### src/rtl/cos_pkg.sv
package cos_pkg;
  localparam int ADDR_W = 3;
  localparam logic [ADDR_W-1:0] STATUS_ADDR = 3'd7;
  localparam logic [ADDR_W-1:0] HOLE_ADDR   = 3'd3;

  // Strobes from the decoder to the datapath
  typedef struct packed {
    logic              enableWr;   // load the enable mask
    logic              statusClr;  // status read: clear the flags
    logic              statusSel;  // read mux selects the status byte
    logic              groupSel;   // read mux selects a line group
    logic [ADDR_W-1:0] groupIdx;   // group number for a group read
  } cosStrobe_t;
endpackage

### src/rtl/cos_sync.sv
module cos_sync #(
  parameter int WIDTH = 48
) (
  input  logic             clk,
  input  logic             rstN,
  input  logic [WIDTH-1:0] din,
  output logic [WIDTH-1:0] dout
);
  logic [WIDTH-1:0] stage1;

  always_ff @(posedge clk) begin
    if (!rstN) begin
      stage1 <= '0;
      dout   <= '0;
    end else begin
      stage1 <= din;
      dout   <= stage1;
    end
  end
endmodule

### src/rtl/cos_ctrl.sv
module cos_ctrl
  import cos_pkg::*;
(
  input  logic [ADDR_W-1:0] addr,
  input  logic              wrEn,
  input  logic              rdEn,
  output cosStrobe_t        strobe
);
  always_comb begin
    strobe           = '0;
    strobe.statusSel = (addr == STATUS_ADDR);
    strobe.enableWr  = wrEn && (addr == STATUS_ADDR);
    strobe.statusClr = rdEn && (addr == STATUS_ADDR);
    strobe.groupSel  = (addr != STATUS_ADDR) && (addr != HOLE_ADDR);
    // offsets above the hole are shifted down by one
    strobe.groupIdx  = (addr > HOLE_ADDR) ? addr - 3'd1 : addr;
  end
endmodule

### src/rtl/cos_datapath.sv
module cos_datapath
  import cos_pkg::*;
#(
  parameter int GROUPS = 6,
  parameter int GBITS  = 8
) (
  input  logic                    clk,
  input  logic                    rstN,
  input  logic [GROUPS*GBITS-1:0] pins,
  input  cosStrobe_t              strobe,
  input  logic [GROUPS-1:0]       wrMask,
  output logic [GBITS-1:0]        rdData,
  output logic                    irq
);
  localparam int LINES = GROUPS * GBITS;

  logic [LINES-1:0]  syncPins;
  logic [LINES-1:0]  prevPins;
  logic [GROUPS-1:0] edgeGroup;
  logic [GROUPS-1:0] enableReg;
  logic [GROUPS-1:0] enableNext;
  logic [GROUPS-1:0] flags;
  logic [GROUPS-1:0] flagsNext;
  logic [GBITS-1:0]  groupWord [GROUPS];
  logic [GBITS-1:0]  statusByte;

  cos_sync #(.WIDTH(LINES)) u_sync (
    .clk (clk),
    .rstN(rstN),
    .din (pins),
    .dout(syncPins)
  );

  // A group has changed when any of its lines differs from the previous cycle
  for (genvar g = 0; g < GROUPS; g++) begin : g_group
    assign groupWord[g] = syncPins[g*GBITS +: GBITS];
    assign edgeGroup[g] = |(syncPins[g*GBITS +: GBITS] ^ prevPins[g*GBITS +: GBITS]);
  end

  assign enableNext = strobe.enableWr ? wrMask : enableReg;
  // New edges win over a clear in the same cycle; a disabled group drops its flag
  assign flagsNext  = enableNext & (edgeGroup | (flags & ~{GROUPS{strobe.statusClr}}));

  always_ff @(posedge clk) begin
    if (!rstN) begin
      prevPins  <= '0;
      enableReg <= '0;
      flags     <= '0;
    end else begin
      prevPins  <= syncPins;
      enableReg <= enableNext;
      flags     <= flagsNext;
    end
  end

  assign irq = |flags;

  always_comb begin
    statusByte             = '0;
    statusByte[GROUPS-1:0] = flags;
    statusByte[GROUPS]     = ~irq;
  end

  always_comb begin
    rdData = '0;
    if (strobe.statusSel) begin
      rdData = statusByte;
    end else if (strobe.groupSel) begin
      for (int g = 0; g < GROUPS; g++) begin
        if (strobe.groupIdx == ADDR_W'(g)) rdData = groupWord[g];
      end
    end
  end
endmodule

### src/rtl/cos_input_port.sv
module cos_input_port
  import cos_pkg::*;
#(
  parameter int GROUPS = 6,
  parameter int GBITS  = 8
) (
  input  logic                    clk,
  input  logic                    rstN,
  input  logic [GROUPS*GBITS-1:0] pins,
  input  logic [ADDR_W-1:0]       addr,
  input  logic                    wrEn,
  input  logic [GBITS-1:0]        wrData,
  input  logic                    rdEn,
  output logic [GBITS-1:0]        rdData,
  output logic                    irq
);
  cosStrobe_t strobe;
  logic       unusedWrBits;

  assign unusedWrBits = ^wrData[GBITS-1:GROUPS];

  cos_ctrl u_ctrl (
    .addr  (addr),
    .wrEn  (wrEn),
    .rdEn  (rdEn),
    .strobe(strobe)
  );

  cos_datapath #(.GROUPS(GROUPS), .GBITS(GBITS)) u_dp (
    .clk   (clk),
    .rstN  (rstN),
    .pins  (pins),
    .strobe(strobe),
    .wrMask(wrData[GROUPS-1:0]),
    .rdData(rdData),
    .irq   (irq)
  );
endmodule

### config.mk
export PLATFORM = sky130hd
export DESIGN_NAME = cos_input_port
export DESIGN_NICKNAME = d
export VERILOG_FILES = /design/src/rtl/cos_pkg.sv /design/src/rtl/cos_sync.sv /design/src/rtl/cos_ctrl.sv /design/src/rtl/cos_datapath.sv /design/src/rtl/cos_input_port.sv
export SDC_FILE = /design/constraint.sdc
export NUM_CORES = 1
export LEC_CHECK = 0
export ABC_AREA = 1
export BUFFER_PORTS_ARGS = -buffer_cell sky130_fd_sc_hd__clkbuf_2
export CORE_ASPECT_RATIO = 0.7
export CORE_UTILIZATION = 25
export CTS_CLUSTER_DIAMETER = 50
export CTS_CLUSTER_SIZE = 40
export DETAILED_ROUTE_END_ITERATION = 7
export HOLD_SLACK_MARGIN = 0.06
export PLACE_DENSITY = 0.43
export SYNTH_ARGS = -nofsm -noshare
export SYNTH_HDL_FRONTEND = slang
export SYNTH_SLANG_ARGS = --single-unit
### constraint.sdc
create_clock -name clk -period 1.7 [get_ports clk]
set_input_delay 0.255 -clock clk [delete_from_list [all_inputs] [get_ports clk]]
set_output_delay 0.255 -clock clk [all_outputs]
set_load 0.05 [all_outputs]
# After elaboration in Yosys (flattened, before gate mapping)
# Cells that the tools add are included.
# word_totals
latch_bits	0
elab_cells	47
inputBits	63
romBits	0
mem_count	0
out_inout_bits	9
mem_bits_rw	0
reg_bits	156
# classes
n_lt_le_gt_ge	1
n_reduce_logical	11
n_mul	0
div	0
n_eq_ne	8
muxes	10
bitwise_logic	11
add_sub_neg	1
shift	0
# op_table
cell	count
$mux 8	8
$reduce_or 8->1	6
$xor 8x8->8	6
$and 6x6->6	2
$eq 3x3->1 const B	3
$eq 3x2->1 const B	2
$mux 6	1
$not 6->6	1
$or 6x6->6	1
$reduce_or 6->1	1
$eq 3x1->1 const B	1
$gt 3x2->1 const B	1
$logic_and 1x1->1	3
$logic_not 3->1	1
$mux 3	1
$ne 3x2->1 const B	1
$ne 3x3->1 const B	1
$sub 3x1->3 const B	1
$not 1->1	1

# Logic depth before layout (Yosys ltp)
# Gate-level depths: netlist of the first run.
# logic_depth
ltp_word	11
depth_mapped	15

# Cells and area by module
# Synthesis of the first run repeated with hierarchy kept, for this count alone.
# hier_totals
cells_unflattened	768
hier_area_um2	5870.6
# by_module_without_submodules
module	area_each_um2	seq_area_each_um2	instances	cells_each
cos_datapath	2990.4	1201.2	1	445
cos_sync	2760.1	1921.8	1	299
cos_ctrl	120.1	0.0	1	24

# Least setup slack after synthesis of the first run
# No wires, ideal clock.
# synth_timing
kind	input to output
from	input port addr[0]
to	output port rdData[1]
arrival_time_ns	1.712
path_stages	15
setup_slack_ns	-0.267
cell_sequence	ha_1 -> inv_2 -> nand2_4 -> nand2_4 -> nand3_2 -> nand2_4 -> buf_6 -> nand2_2 -> nor2_4 -> nand2_1 -> nand2_1 -> nor2_1 -> nand2_1 -> nand2_1 -> nand2_1
# synth_between
elab_chain_len	11
word_cells_on_any_way	21
classes_between	1 x add/sub; 1 x order compare; 8 x eq/ne; 9 x mux; 2 x reduce/logical
# synth_rtl
element	line	rtl
start: declaration	cos_input_port.sv:10	input logic [ADDR_W-1:0] addr,
$sub 3x1->3 / $gt 3x2->1 (equally long branches)	cos_ctrl.sv:16	strobe.groupIdx = (addr > HOLE_ADDR) ? addr - 3'd1 : addr;
$mux 3	cos_ctrl.sv:16	
$logic_not 3->1	cos_datapath.sv:70	if (strobe.groupIdx == ADDR_W'(g)) rdData = groupWord[g];
$mux 8 (6 in series)	cos_datapath.sv:70	
$mux 8	cos_datapath.sv:68	end else if (strobe.groupSel) begin
$mux 8 (*)	cos_datapath.sv:66	if (strobe.statusSel) begin
end: declaration	cos_input_port.sv:14	output logic [GBITS-1:0] rdData,
# Mark *: on every way between the ends. The rest lies on a longest branch, timed or not.

# Worst setup path after layout of the first run
# layout_timing
from	input port addr[0]
to	output port rdData[0]
# Same word-level chain as after synthesis.

==> impl_metrics.py, run 1 <==
metrics = {
    "floorplan": {
        "die_area_um2": 23700,
        "floorplan.die.height_um": 129,
        "area_inside_the_core_boundary_um2": 22700,
        "pin_count": 72,
        "die_w_um": 184,
        "initial_utilization": 0.255,
        "floorplan.rows": 46,
    },
    "sta": {
        "finalHoldViolCount": 0,
        "layout_min_cycle_time_ns": 2.07,
        "finalSetupViolCount": 8,
        "post-route-period-util": 1.22,
        "headroom_to_the_max_slew_limit": 0.656,
        "hold_ws_ns": 0.157,
        "grt_setup_unrepaired": "true",
        "worst_pin_slew_ns": 0.515,
        "total_negative_setup_slack_ns": -2.75,
        "max_clock_freq_ghz": 0.484,
        "final.setup_skew_ns": 0.0133,
        "final-max-slew-violation-count": 0,
        "setup_slack_ns": -0.367,
    },
    "routing": {
        "detailedRoute.firstPassIterationCount": 4,
        "drt.antenna.violating_nets": 0,
        "avgRoutedWirePerCell_um": 11.3,
        "drc": 0,
        "vias_post_dr": 4450,
        "route.final.wire_length_mm": 13.5,
        "via_per_inst": 3.72,
        "dr.first_iter.drc_count": 251,
    },
    "clock_network": {
        "tritoncts.num_buffers": 17,
        "path_clk_slew_ns": 0.06,
        "clock-sinks": 156,
        "clock_path_buffers": 2,
        "cts_tree": "done",
        "root_buffer": "sky130_fd_sc_hd__clkbuf_16",
        "clkLatencyLatePin_ns": 0.42,
        "htree_levels": 4,
    },
    "outcome": {
        "violations": "setup timing",
        "outcome": "complete, but fails checks",
    },
    "cells_and_area": {
        "layout_commonest_cell": "sky130_fd_sc_hd__nand2_1",
        "antenna_cells": 0,
        "most-common-layout-cells": "sky130_fd_sc_hd__nand2_1, sky130_fd_sc_hd__inv_1, sky130_fd_sc_hd__dfxtp_1, sky130_fd_sc_hd__clkbuf_2, sky130_fd_sc_hd__dlygate4sd3_1",
        "fillCellCount": 2423,
        "drive_above_1_share": 0.233,
        "postLayoutCoreUtil": 0.365,
        "fin_cells": 1196,
        "layout-area-overhead-vs-synth_pct": 43.3,
        "fin_nets": 936,
    },
    "logic_synthesis": {
        "synth_largest_type_area_fraction": 0.540,
        "yosysWarnings": 0,
        "synth_enable_flop_cells": 0,
        "synth_area_per_cell_um2": 8.06,
        "synth_seq_cells": 156,
        "ys_top_cells_by_area": "sky130_fd_sc_hd__dfxtp_1, sky130_fd_sc_hd__nand2_1, sky130_fd_sc_hd__inv_1",
        "ys.flop_type": "sky130_fd_sc_hd__dfxtp_1",
        "synth_sequential_area_ratio": 0.540,
        "netlist_area_um2": 5780,
        "synth_fp_nets": 782,
        "asyncSetResetFlopFracSynth": 0,
        "synthesis.instances": 717,
        "netlist.top_cell.by_area": "sky130_fd_sc_hd__dfxtp_1",
        "post_synth_num_cell_types": 29,
    },
    "pwr": {
        "power.sequential.fraction": 0.439,
        "total_leakage_power_uw": 0.00453,
        "power_density_nw_per_um2": 1070,
        "post-layout-total-power_uw": 8870,
        "total_switching_power_uw": 2160,
        "p_sw_frac": 0.244,
        "vdd_ir_drop_max_mv": 0.697,
        "power.clock.fraction": 0.443,
        "internal_power_summed_over_all_cells_uw": 6710,
        "combPwrFrac": 0.117,
    },
    "critical_path": {
        "timing.critical_path.from_type": "primary input",
        "peak_fanout_along_the_critical_path": 3,
        "setup_crit_end_kind": "primary output",
        "worstPathRequired_ns": 1.44,
        "path_class": "in2out",
        "arrival_ns": 1.81,
    },
    "global_route": {
        "grt_pass1_wl_mm": 22.5,
        "grt_max_degree": 97,
        "vias_in_the_first_global_route": 4396,
        "grt_remaining_overflow": 0,
        "grt_usage": 0.125,
        "grt_antenna_before_repair": 1,
    },
    "hold_path": {
        "worst_hold_class": "in2reg",
    },
    "placement": {
        "dp_cells": 1106,
        "globalplace.congestion": 0.855,
        "hpwlAfterDp_mm": 9.73,
        "io_buffer_count": 69,
    },
    "job": {
        "maxCapViolCount": 0,
    },
}
==> worst paths after layout <==
check,start,to,slack (ns),cells past startpoint
hold / removal,wrData[4],u_dp.enableReg[4],0.16,3
hold reg to reg,u_dp.u_sync.stage1[43],u_dp.u_sync.dout[43],0.41,2
setup / recovery,addr[0],rdData[0],-0.37,13
setup reg to reg,u_dp.u_sync.dout[34],u_dp.flags[4],0.49,3
==> synth_stat cells, types with 10 or more instances <==
cell	instances
sky130_fd_sc_hd__nor2_1	14
sky130_fd_sc_hd__dfxtp_1	156
sky130_fd_sc_hd__clkbuf_1	10
sky130_fd_sc_hd__a21oi_1	13
sky130_fd_sc_hd__nand4_1	18
sky130_fd_sc_hd__inv_1	162
sky130_fd_sc_hd__nand3_1	20
sky130_fd_sc_hd__xor2_1	12
sky130_fd_sc_hd__nand2_1	224
sky130_fd_sc_hd__xnor2_1	36
==> timing repair <==
action,in CTS,in global routing
hold buffers,48,0
setup endpoints to repair,8,8
resized for setup,24,37
hold endpoints to repair,48,0
gates cloned,1,0
buffers inserted,3,6
pin swaps,15,27
==> kinds of logic after synthesis <==
group                    after synthesis  synth area share
AO/OA/AOI/OAI                         29            0.0327
XOR/XNOR                              48            0.0727
adder cells (fa/ha/maj)                2           0.00433
buffers and inverters                187             0.125
flip-flops                           156             0.540
AND/OR/NAND/NOR                      295             0.225
==> registers in the layout, indices dropped and copies added, names as in the netlist <==
signal,cells
u_dp.enableReg,6
u_dp.prevPins,48
u_dp.flags,6
u_dp.u_sync.dout,48
u_dp.u_sync.stage1,48
==> stage by stage <==
step	cell area (um2)	setup WS (ns)
after floorplan	5900	-0.125
after global placement	6870	-0.496
after detailed placement	6870	-0.486
after CTS	8100	-0.395
after global routing	8290	-0.479
final	8290	-0.367
==> power by group through the flow <==
stage	clock, uW	sequential, uW	combinational (uW)
floorplan	0	3940	538
global placement	0	3970	857
detailed placement	0	3970	853
CTS	4060	3890	985
global route	4240	3910	1160
finish	3930	3890	1040
==> per-layer routing <==
layer  up-vias  routed length (um)  GRT usage
met2        82                5210      0.171
met3         8                 830     0.0337
met1      1955                7390      0.187
met5         -                   0          0
li1       2405                   -          -
met4         0                 104     0.0353
==> critical path, stage by stage <==
cell                       delay [ns]
sky130_fd_sc_hd__buf_8           0.11
sky130_fd_sc_hd__ha_4            0.16
sky130_fd_sc_hd__o211ai_1        0.32
sky130_fd_sc_hd__nand2_4         0.12
sky130_fd_sc_hd__buf_4           0.16
sky130_fd_sc_hd__nand4_1         0.09
sky130_fd_sc_hd__nand2_1         0.06
sky130_fd_sc_hd__nor2_1          0.10
sky130_fd_sc_hd__nand2_1         0.08
sky130_fd_sc_hd__nand2_1         0.09
sky130_fd_sc_hd__nand2_2         0.07
sky130_fd_sc_hd__nand2_4         0.07
sky130_fd_sc_hd__buf_12          0.13
==> area by class of cell <==
class	instances	area [um2]	area share
flip-flops and latches	156	3120	0.377
well taps	312	390	0.0471
repair buffers	153	1290	0.156
inverters	168	652	0.0787
multi-input cells	375	2210	0.267
clock buffers	21	460	0.0556
clock inverters	11	156	0.0189
(Power assumes the default switching activity.)
==> run 2: changes to the inputs <==
SYNTH_HIERARCHICAL = 1   (was unset)
==> run 2 against run 1 <==
  * The run still ends with setup timing left
  * Via count is 3.8% higher
  * First-iteration DRC count up 24%
  * Cell count increased by 4.3%
  * Sequential share of layout area shrank 0.41 points
  * Clock power shrank 3%
  * Synthesized area grew 1.5%
  * Setup slack lost 0.11 ns
  * Synthesized cell count increased by 7.1%
  * Register-to-register slack improved by 0.02 ns
  * Critical path depth is 1 higher
==> impl_metrics.py, run 2 <==
metrics = {
    "critical_path": {
        "setup.worst_path.end": "rdData[6]",
        "worstPathRequired_ns": 1.44,
        "crit_start": "addr[0]",
        "peak_fanout_along_the_critical_path": 8,
        "slack_of_the_worst_reg_to_reg_path_ns": 0.51,
        "timing.reg2reg.worst_path_depth": 7,
        "path_class": "in2out",
        "timing.critical_path.from_type": "primary input",
        "worstReg2RegStart": "u_dp/flags[2]",
        "arrival_ns": 1.93,
        "worstReg2RegEnd": "u_dp/flags[2]",
        "setup_crit_end_kind": "primary output",
    },
    "clock_network": {
        "clock_path_buffers": 2,
        "root_buffer": "sky130_fd_sc_hd__clkbuf_16",
        "path_clk_slew_ns": 0.06,
        "htree_levels": 4,
        "cts_tree": "done",
        "clock-sinks": 156,
        "clkLatencyLatePin_ns": 0.42,
        "tritoncts.num_buffers": 17,
    },
    "cells_and_area": {
        "fin_nets": 988,
        "reg_area_um2": 3120,
        "multi_input_comb_area_um2": 2160,
        "layout_commonest_cell": "sky130_fd_sc_hd__nand2_1",
        "drive_above_1_share": 0.246,
        "fillCellCount": 2423,
        "antenna_cells": 0,
        "largest_registers": "u_dp/prevPins (48), u_dp/u_sync/dout (48), u_dp/u_sync/stage1 (48)",
        "postLayoutCoreUtil": 0.367,
        "layout-area-overhead-vs-synth_pct": 42.7,
        "most-common-layout-cells": "sky130_fd_sc_hd__nand2_1, sky130_fd_sc_hd__inv_1, sky130_fd_sc_hd__dfxtp_1, sky130_fd_sc_hd__clkbuf_2, sky130_fd_sc_hd__dlygate4sd3_1",
        "fin_cells": 1247,
    },
    "logic_synthesis": {
        "synth_sequential_area_ratio": 0.532,
        "netlist_area_um2": 5870,
        "asyncSetResetFlopFracSynth": 0,
        "synth_fp_nets": 833,
        "synth_largest_type_area_fraction": 0.532,
        "synth_seq_cells": 156,
        "ys_top_cells_by_count": "sky130_fd_sc_hd__nand2_1, sky130_fd_sc_hd__inv_1, sky130_fd_sc_hd__dfxtp_1",
        "ys_top_cells_by_area": "sky130_fd_sc_hd__dfxtp_1, sky130_fd_sc_hd__nand2_1, sky130_fd_sc_hd__inv_1",
        "yosysWarnings": 6,
        "post_synth_num_cell_types": 30,
        "synth_enable_flop_cells": 0,
        "synth_area_per_cell_um2": 7.64,
        "netlist.top_cell.by_area": "sky130_fd_sc_hd__dfxtp_1",
        "synth_most_common_cell": "sky130_fd_sc_hd__nand2_1",
        "ys.flop_type": "sky130_fd_sc_hd__dfxtp_1",
        "synthesis.instances": 768,
    },
    "sta": {
        "max_clock_freq_ghz": 0.459,
        "headroom_to_the_max_slew_limit": 0.696,
        "setup_slack_ns": -0.480,
        "final-max-slew-violation-count": 0,
        "finalSetupViolCount": 8,
        "worst_pin_slew_ns": 0.456,
        "post-route-period-util": 1.28,
        "finalHoldViolCount": 0,
        "final.setup_skew_ns": 0.00876,
        "layout_min_cycle_time_ns": 2.18,
        "grt_setup_unrepaired": "true",
    },
    "global_route": {
        "grt_pass1_wl_mm": 22.0,
        "grt_max_degree": 46,
        "grt_antenna_before_repair": 0,
        "grt_remaining_overflow": 0,
        "grt_usage": 0.121,
        "vias_in_the_first_global_route": 4348,
    },
    "floorplan": {
        "area_inside_the_core_boundary_um2": 22800,
        "floorplan.die.height_um": 130,
        "pin_count": 72,
        "die_w_um": 185,
        "initial_utilization": 0.257,
        "die_area_um2": 24100,
        "floorplan.rows": 46,
    },
    "pwr": {
        "power_density_nw_per_um2": 1060,
        "vdd_ir_drop_max_mv": 0.611,
        "total_leakage_power_uw": 0.00470,
        "post-layout-total-power_uw": 8920,
    },
    "outcome": {
        "violations": "setup timing",
        "outcome": "complete, but fails checks",
    },
    "routing": {
        "drt.antenna.violating_nets": 0,
        "via_per_inst": 3.71,
        "vias_post_dr": 4621,
        "dr.first_iter.drc_count": 312,
        "drc": 0,
        "avgRoutedWirePerCell_um": 10.8,
        "route.final.wire_length_mm": 13.5,
        "detailedRoute.firstPassIterationCount": 5,
    },
    "placement": {
        "io_buffer_count": 69,
        "globalplace.congestion": 0.811,
        "hpwlAfterDp_mm": 9.90,
        "dp_cells": 1156,
    },
    "hold_path": {
        "worst_hold_class": "in2reg",
    },
    "job": {
        "maxCapViolCount": 0,
    },
}
==> run 2: power by group <==
| part | switching (uW) | total [uW] | internal [uW] |
|---|---|---|---|
| sequential | 91.4 | 3900 | 3800 |
| clock | 1500 | 3820 | 2320 |
| combinational | 628 | 1200 | 576 |
| total | 2220 | 8920 | 6700 |
==> run 2: how the worst min path moves through the flow <==
stage | cells after the start | end | start
2_1_floorplan | 2 | u_dp/u_sync/stage1[0] | pins[0]
3_3_place_gp | 2 | u_dp/u_sync/dout[40] | u_dp/u_sync/stage1[40]
3_5_place_dp | 2 | u_dp/u_sync/dout[36] | u_dp/u_sync/stage1[36]
4_1_cts | 3 | u_dp/enableReg[0] | wrData[0]
5_1_grt | 3 | u_dp/enableReg[1] | wrData[1]
6_report | 3 | u_dp/enableReg[0] | wrData[0]
==> run 2: critical path, cell delays in order <==
cell	delay (ns)
sky130_fd_sc_hd__buf_8	0.11
sky130_fd_sc_hd__ha_4	0.16
sky130_fd_sc_hd__inv_4	0.06
sky130_fd_sc_hd__nand3_4	0.09
sky130_fd_sc_hd__o21bai_4	0.23
sky130_fd_sc_hd__clkinv_4	0.12
sky130_fd_sc_hd__nor2_4	0.19
sky130_fd_sc_hd__buf_12	0.13
sky130_fd_sc_hd__nand2_8	0.07
sky130_fd_sc_hd__nor2_1	0.11
sky130_fd_sc_hd__nor2_1	0.06
sky130_fd_sc_hd__nand2_2	0.11
sky130_fd_sc_hd__nand2_4	0.06
sky130_fd_sc_hd__clkbuf_16	0.17
==> run 2: logic make-up after synthesis <==
logic type	count (synthesis)	share of synthesized area
AND/OR/NAND/NOR	324	0.232
AO/OA/AOI/OAI	41	0.0377
buffers and inverters	215	0.149
XOR/XNOR	30	0.0448
flip-flops	156	0.532
adder cells (fa/ha/maj)	2	0.00426
==> run 2: final cells by class <==
| cell class | count | area share |
|---|---|---|
| Multi-Input combinational cell | 398 | 0.258 |
| Timing Repair Buffer | 157 | 0.163 |
| Tap cell | 312 | 0.0466 |
| Sequential cell | 156 | 0.373 |
| Inverter | 193 | 0.0885 |
| Clock buffer | 18 | 0.0512 |
| Clock inverter | 13 | 0.0200 |
==> run 2: metrics by stage <==
step | cell area, um2 | hold slack [ns] | setup TNS, ns | setup slack (ns)
floorplan | 5980 | 0.353 | -0.660 | -0.122
global placement | 6850 | 0.396 | -4.55 | -0.582
detailed placement | 6850 | 0.397 | -4.59 | -0.575
CTS | 8280 | 0.110 | -3.34 | -0.440
global route | 8380 | 0.156 | -4.53 | -0.590
finish | 8380 | 0.130 | -3.63 | -0.480
==> run 2: timing repair <==
item                                    CTS  global route
hold buffers                             48             0
hold endpoints to repair                 48             0
gates cloned                              2             0
resized for setup                        65            20
pin swaps                                32            12
endpoints found under the setup margin    9             9
setup buffers                             6             4
==> run 2: routing by layer <==
| layer | global-route usage | wire, um |
|---|---|---|
| met4 | 0.0369 | 155 |
| met5 | 0 | 0 |
| met3 | 0.0368 | 647 |
| met1 | 0.180 | 7660 |
| met2 | 0.164 | 5040 |
